File: src/rtl/seg_disp_pkg.sv
package seg_disp_pkg;

    typedef enum logic [1:0] {
        STB_BLANK = 2'd0,
        STB_ARMED = 2'd1,
        STB_HELD  = 2'd2
    } stb_state_e;

    typedef enum logic [1:0] {
        OUT_BLANK  = 2'd0,
        OUT_ALLON  = 2'd1,
        OUT_INVERT = 2'd2,
        OUT_NORMAL = 2'd3
    } out_mode_e;

endpackage

File: src/rtl/seg_strobe_fsm.sv
module seg_strobe_fsm
    import seg_disp_pkg::*;
(
    input  logic       clk,
    input  logic       rst_n,
    input  logic       strobe,
    output logic       load_en,
    output logic       blank,
    output stb_state_e state_o
);

    stb_state_e state_q, state_d;

    // next-state logic
    always_comb begin
        state_d = state_q;
        unique case (state_q)
            STB_BLANK: if (!strobe) state_d = STB_ARMED;
            STB_ARMED: if (strobe)  state_d = STB_HELD;
            STB_HELD:  if (!strobe) state_d = STB_ARMED;
            default:                state_d = STB_BLANK;
        endcase
    end

    // state register
    always_ff @(posedge clk or negedge rst_n) begin
        if (!rst_n) state_q <= STB_BLANK;
        else        state_q <= state_d;
    end

    // outputs
    always_comb begin
        load_en = 1'b0;
        blank   = 1'b0;
        unique case (state_q)
            STB_BLANK: blank   = 1'b1;
            STB_ARMED: load_en = strobe;
            STB_HELD:  ;
            default:   blank   = 1'b1;
        endcase
    end

    assign state_o = state_q;

endmodule

File: src/rtl/seg_row_reg.sv
module seg_row_reg #(
    parameter int W = 128
) (
    input  logic         clk,
    input  logic         rst_n,
    input  logic         load_en,
    input  logic [W-1:0] d,
    output logic [W-1:0] q
);

    always_ff @(posedge clk or negedge rst_n) begin
        if (!rst_n)       q <= '0;
        else if (load_en) q <= d;
    end

endmodule

File: src/rtl/seg_mode_decode.sv
module seg_mode_decode
    import seg_disp_pkg::*;
(
    input  logic      blank,
    input  logic      disp_on,
    input  logic      all_on,
    input  logic      reverse_on,
    output out_mode_e mode
);

    // priority: dark, then all lit, then inverted, then normal
    always_comb begin
        if (blank || !disp_on) mode = OUT_BLANK;
        else if (all_on)       mode = OUT_ALLON;
        else if (reverse_on)   mode = OUT_INVERT;
        else                   mode = OUT_NORMAL;
    end

endmodule

File: src/rtl/seg_slice_mux.sv
module seg_slice_mux
    import seg_disp_pkg::*;
#(
    parameter int W = 32
) (
    input  out_mode_e    mode,
    input  logic [W-1:0] row,
    output logic [W-1:0] seg
);

    always_comb begin
        unique case (mode)
            OUT_BLANK:  seg = '0;
            OUT_ALLON:  seg = '1;
            OUT_INVERT: seg = ~row;
            OUT_NORMAL: seg = row;
            default:    seg = '0;
        endcase
    end

endmodule

File: src/rtl/seg_line_latch.sv
module seg_line_latch
    import seg_disp_pkg::*;
#(
    parameter int SEG_W   = 128,
    parameter int SLICE_W = 32
) (
    input  logic             clk,
    input  logic             rst_n,
    input  logic             lp_strobe,
    input  logic [SEG_W-1:0] row_data,
    input  logic             disp_on,
    input  logic             all_on,
    input  logic             reverse_on,
    output logic [SEG_W-1:0] seg_out
);

    localparam int NSLICE = SEG_W / SLICE_W;

    logic             load_en;
    logic             blank;
    stb_state_e       fsm_state;
    logic [SEG_W-1:0] row_q;
    out_mode_e        mode;

    seg_strobe_fsm u_fsm (
        .clk     (clk),
        .rst_n   (rst_n),
        .strobe  (lp_strobe),
        .load_en (load_en),
        .blank   (blank),
        .state_o (fsm_state)
    );

    seg_row_reg #(.W(SEG_W)) u_row (
        .clk     (clk),
        .rst_n   (rst_n),
        .load_en (load_en),
        .d       (row_data),
        .q       (row_q)
    );

    seg_mode_decode u_dec (
        .blank      (blank),
        .disp_on    (disp_on),
        .all_on     (all_on),
        .reverse_on (reverse_on),
        .mode       (mode)
    );

    for (genvar s = 0; s < NSLICE; s++) begin : g_slice
        seg_slice_mux #(.W(SLICE_W)) u_mux (
            .mode (mode),
            .row  (row_q[s*SLICE_W +: SLICE_W]),
            .seg  (seg_out[s*SLICE_W +: SLICE_W])
        );
    end

endmodule

File: config.mk
export PLATFORM = sky130hd
export DESIGN_NAME = seg_line_latch
export DESIGN_NICKNAME = d
export VERILOG_FILES = /design/src/rtl/seg_disp_pkg.sv /design/src/rtl/seg_strobe_fsm.sv /design/src/rtl/seg_row_reg.sv /design/src/rtl/seg_mode_decode.sv /design/src/rtl/seg_slice_mux.sv /design/src/rtl/seg_line_latch.sv
export SDC_FILE = /design/constraint.sdc
export NUM_CORES = 1
export LEC_CHECK = 0
export CORE_MARGIN = 2
export CORE_UTILIZATION = 49
export CTS_CLUSTER_SIZE = 14
export DETAILED_ROUTE_END_ITERATION = 8
export GPL_ROUTABILITY_DRIVEN = 1
export GPL_TIMING_DRIVEN = 1
export PLACE_DENSITY = 0.87
export SYNTH_ARGS = -nofsm -noshare
export SYNTH_HDL_FRONTEND = slang
export SYNTH_HIERARCHICAL = 1
export SYNTH_SLANG_ARGS = --single-unit
export TNS_END_PERCENT = 30
File: constraint.sdc
create_clock -name clk -period 4.2 [get_ports clk]
set_input_delay 0.63 -clock clk [delete_from_list [all_inputs] [get_ports clk]]
set_output_delay 0.63 -clock clk [all_outputs]
set_load 0.005 [all_outputs]
==> results.py <==
metrics = {
    "timing": {
        "rsz0062_at_grt": "no",
        "period_share": 0.8269,
        "fmax_mhz": 287.9,
        "setup_viol": 0,
        "tightest_slew_ns": 0.8268,
        "final-max-slew-violation-count": 0,
        "slew_headroom": 0.4488,
        "fin_setup_tns_ns": 0,
        "fin_hold_ws_ns": 0.3028,
        "fin_skew_ns": 0.008280,
        "fin_crit_ns": 3.473,
        "setup_slack_ns": 0.7269,
        "hold_viol_final": 0,
    },
    "logic_synthesis": {
        "synth-edff-count": 0,
        "avgSynthCellArea_um2": 12.46,
        "async_flop_share": 1.000,
        "yosys.area.top_type": "dfrtp_1",
        "synth_seq_area_share": 0.4534,
        "synth_ff_type": "dfrtp_1",
        "syn_inst": 576,
        "synth.distinct_cells": 20,
        "synth_top_cell_area_share": 0.4534,
        "yosysMostFrequentCell": "dfrtp_1",
        "synth_nets": 714,
        "synthTopCellsByArea": "dfrtp_1 45%, mux2_2 20%, xnor2_1 16%, nand2b_1 11%, buf_6 2.8%",
        "ys_top_cells_by_count": "130 x dfrtp_1, 128 x mux2_2, 128 x xnor2_1, 124 x nand2b_1, 18 x buf_6",
        "netlist_area_um2": 7174,
        "ys_warn_count": 6,
        "ys_seq_elements": 130,
    },
    "clock_network": {
        "postCtsHoldBufs": 0,
        "clock_path_buffers": 2,
        "clkTransAtPathRegs_ns": 0.05,
        "postCtsResizedCells": 0,
        "numClockSinks": 130,
        "cts_tree": "yes",
        "cts_buffers": 17,
        "clockRootBuffer": "clkbuf_16",
        "post_cts_buffers": 0,
        "clk_latency_ns": 0.41,
        "htreeDepth": 4,
    },
    "hold_path": {
        "min_path_type": "in2async",
    },
    "job": {
        "drv_cap": 0,
    },
    "pwr": {
        "p_int_mw": 5.384,
        "swShare": 0.2897,
        "clkPwrFrac": 0.183,
        "p_per_area_nw_per_um2": 733.0,
        "vdd_drop_max_v": 0.0004425,
        "comb_power_share": 0.528,
        "p_seq_frac": 0.289,
        "p_sw_mw": 2.196,
        "p_leak_nw": 3.907,
    },
    "routing": {
        "wirelength_um": 16940,
        "drt_pre_antenna_iters": 4,
        "vias": 4935,
        "remaining_drc_errors": 0,
        "antenna_left": 0,
        "drt_iter0_markers": 200,
        "viasPerCell": 4.843,
        "wire_per_inst_um": 16.63,
    },
    "critical_path": {
        "end_kind": "primary output",
        "worstPathMaxFanout": 61,
        "cp.arrival_ns": 2.84,
        "cp-start-kind": "flop",
        "r2r_start": "u_fsm/state_o[1]$_DFFE_PN0P_",
        "crit_required_ns": 3.57,
        "cp-startpoint": "u_fsm/state_o[1]$_DFFE_PN0P_",
        "critPathKind": "reg2out",
    },
    "floorplan": {
        "fp.dieH_um": 125,
        "fp.dieW_um": 125,
        "die-area_um2": 15630,
        "core.rowCount": 44,
        "initial_core_util": 0.4974,
        "coreArea_um2": 14420,
        "io_pins": 262,
    },
    "placement": {
        "dpl-instance-area_um2": 9782,
        "dp_hpwl_um": 11990,
        "pre_cts_ws_ns": 0.7501,
        "numPortBuffers": 261,
        "globalplace.congestion": 0.7893,
    },
    "layout": {
        "seq_area_um2": 3253,
        "multi_input_area_um2": 3527,
        "antenna_cells": 0,
        "areaGrowthSynthToFinish_pct": 44.14,
        "finalInstanceArea_um2": 10340,
        "nets": 961,
        "utilization": 0.7170,
        "drive_gt1_frac": 0.2072,
        "fillCellCount": 994,
    },
    "grt": {
        "grt_pass1_wl_um": 27540,
        "grt_overflow_total": 0,
        "grt_pass1_vias": 5351,
        "grt.total_usage": 0.2191,
        "antenna_found_initial": 0,
        "grt_max_degree": 72,
    },
    "run_status": {
        "run_status": "complete, no violations",
    },
}
-- power groups by stage --
stage	Sequential, mW	Combinational, mW	Clock (mW)
floorplan	2.09	2.32	0
global placement	2.15	3.92	0
detailed placement	2.20	4.02	0
CTS	2.19	4.05	1.42
global route	2.27	4.28	1.48
finish	2.19	4.00	1.39
-- layout make-up --
cell class,instances,area share
Clock buffer,26,0.04924
Multi-Input combinational cell,399,0.3411
Clock inverter,5,0.004840
Sequential cell,130,0.3146
Tap cell,184,0.02226
Inverter,5,0.001815
Timing Repair Buffer,270,0.2662
-- placed cells by master (no fill, tap or decap), types with 2 or more instances in the layout --
cell	instances
clkdlybuf4s50_1	260
dfrtp_1	130
xnor2_1	128
mux2_2	128
nand2b_1	124
clkbuf_16	17
buf_12	6
clkbuf_8	5
inv_1	5
clkinv_2	4
clkbuf_1	4
or2b_1	4
buf_4	4
ha_1	4
nor2_4	2
-- critical path, stage by stage (launching register included) --
cell,delay (ns)
dfrtp_1,0.39
inv_1,0.10
ha_1,0.27
inv_1,0.03
nand2b_4,0.15
a21oi_4,0.32
buf_12,0.37
xnor2_1,0.20
clkdlybuf4s50_1,0.54
-- logic make-up (layout without fill, tap and decap cells) --
family,count (synthesis),count (layout),share of synthesized area
XOR/XNOR,128,128,0.1563
multiplexers,129,129,0.2030
buffers and inverters,47,306,0.05738
flip-flops,130,130,0.4534
AO/OA/AOI/OAI,4,4,0.004186
adder cells (fa/ha/maj),4,4,0.006976
AND/OR/NAND/NOR,134,134,0.1188
-- registers in the layout (all words and copies together) (netlist names) --
signal,cells
u_fsm/state_o,2
u_row/q,128
-- stage by stage --
stage,cells,power [mW]
finish,1019,7.580
detailed placement,988,6.226
global route,1019,8.026
floorplan,576,4.412
CTS,1019,7.669
global placement,988,6.069
-- layer usage --
layer | routed length, µm | share of wire | global-route usage | vias to the layer above
met2 | 8581 | 0.51 | 0.3763 | 181
met1 | 6538 | 0.39 | 0.2497 | 2375
li1 | - | - | - | 2348
met3 | 1395 | 0.082 | 0.08087 | 31
met5 | 0 | 0 | 0 | -
met4 | 427 | 0.025 | 0.08366 | 0
-- final timing paths --
kind / endpoint / cells after the start / slack (ns)
max: seg_out[126] / 8 / 0.73
min: u_row/q[10]$_DFFE_PN0P_ / 1 / 0.30
max reg2reg: u_row/q[17]$_DFFE_PN0P_ / 5 / 1.78
min reg2reg: u_row/q[56]$_DFFE_PN0P_ / 1 / 0.49
max in group asynchronous: u_row/q[17]$_DFFE_PN0P_ / 2 / 3.02
min in group clk: u_row/q[56]$_DFFE_PN0P_ / 1 / 0.49
Power figures use the tool's default switching activity.
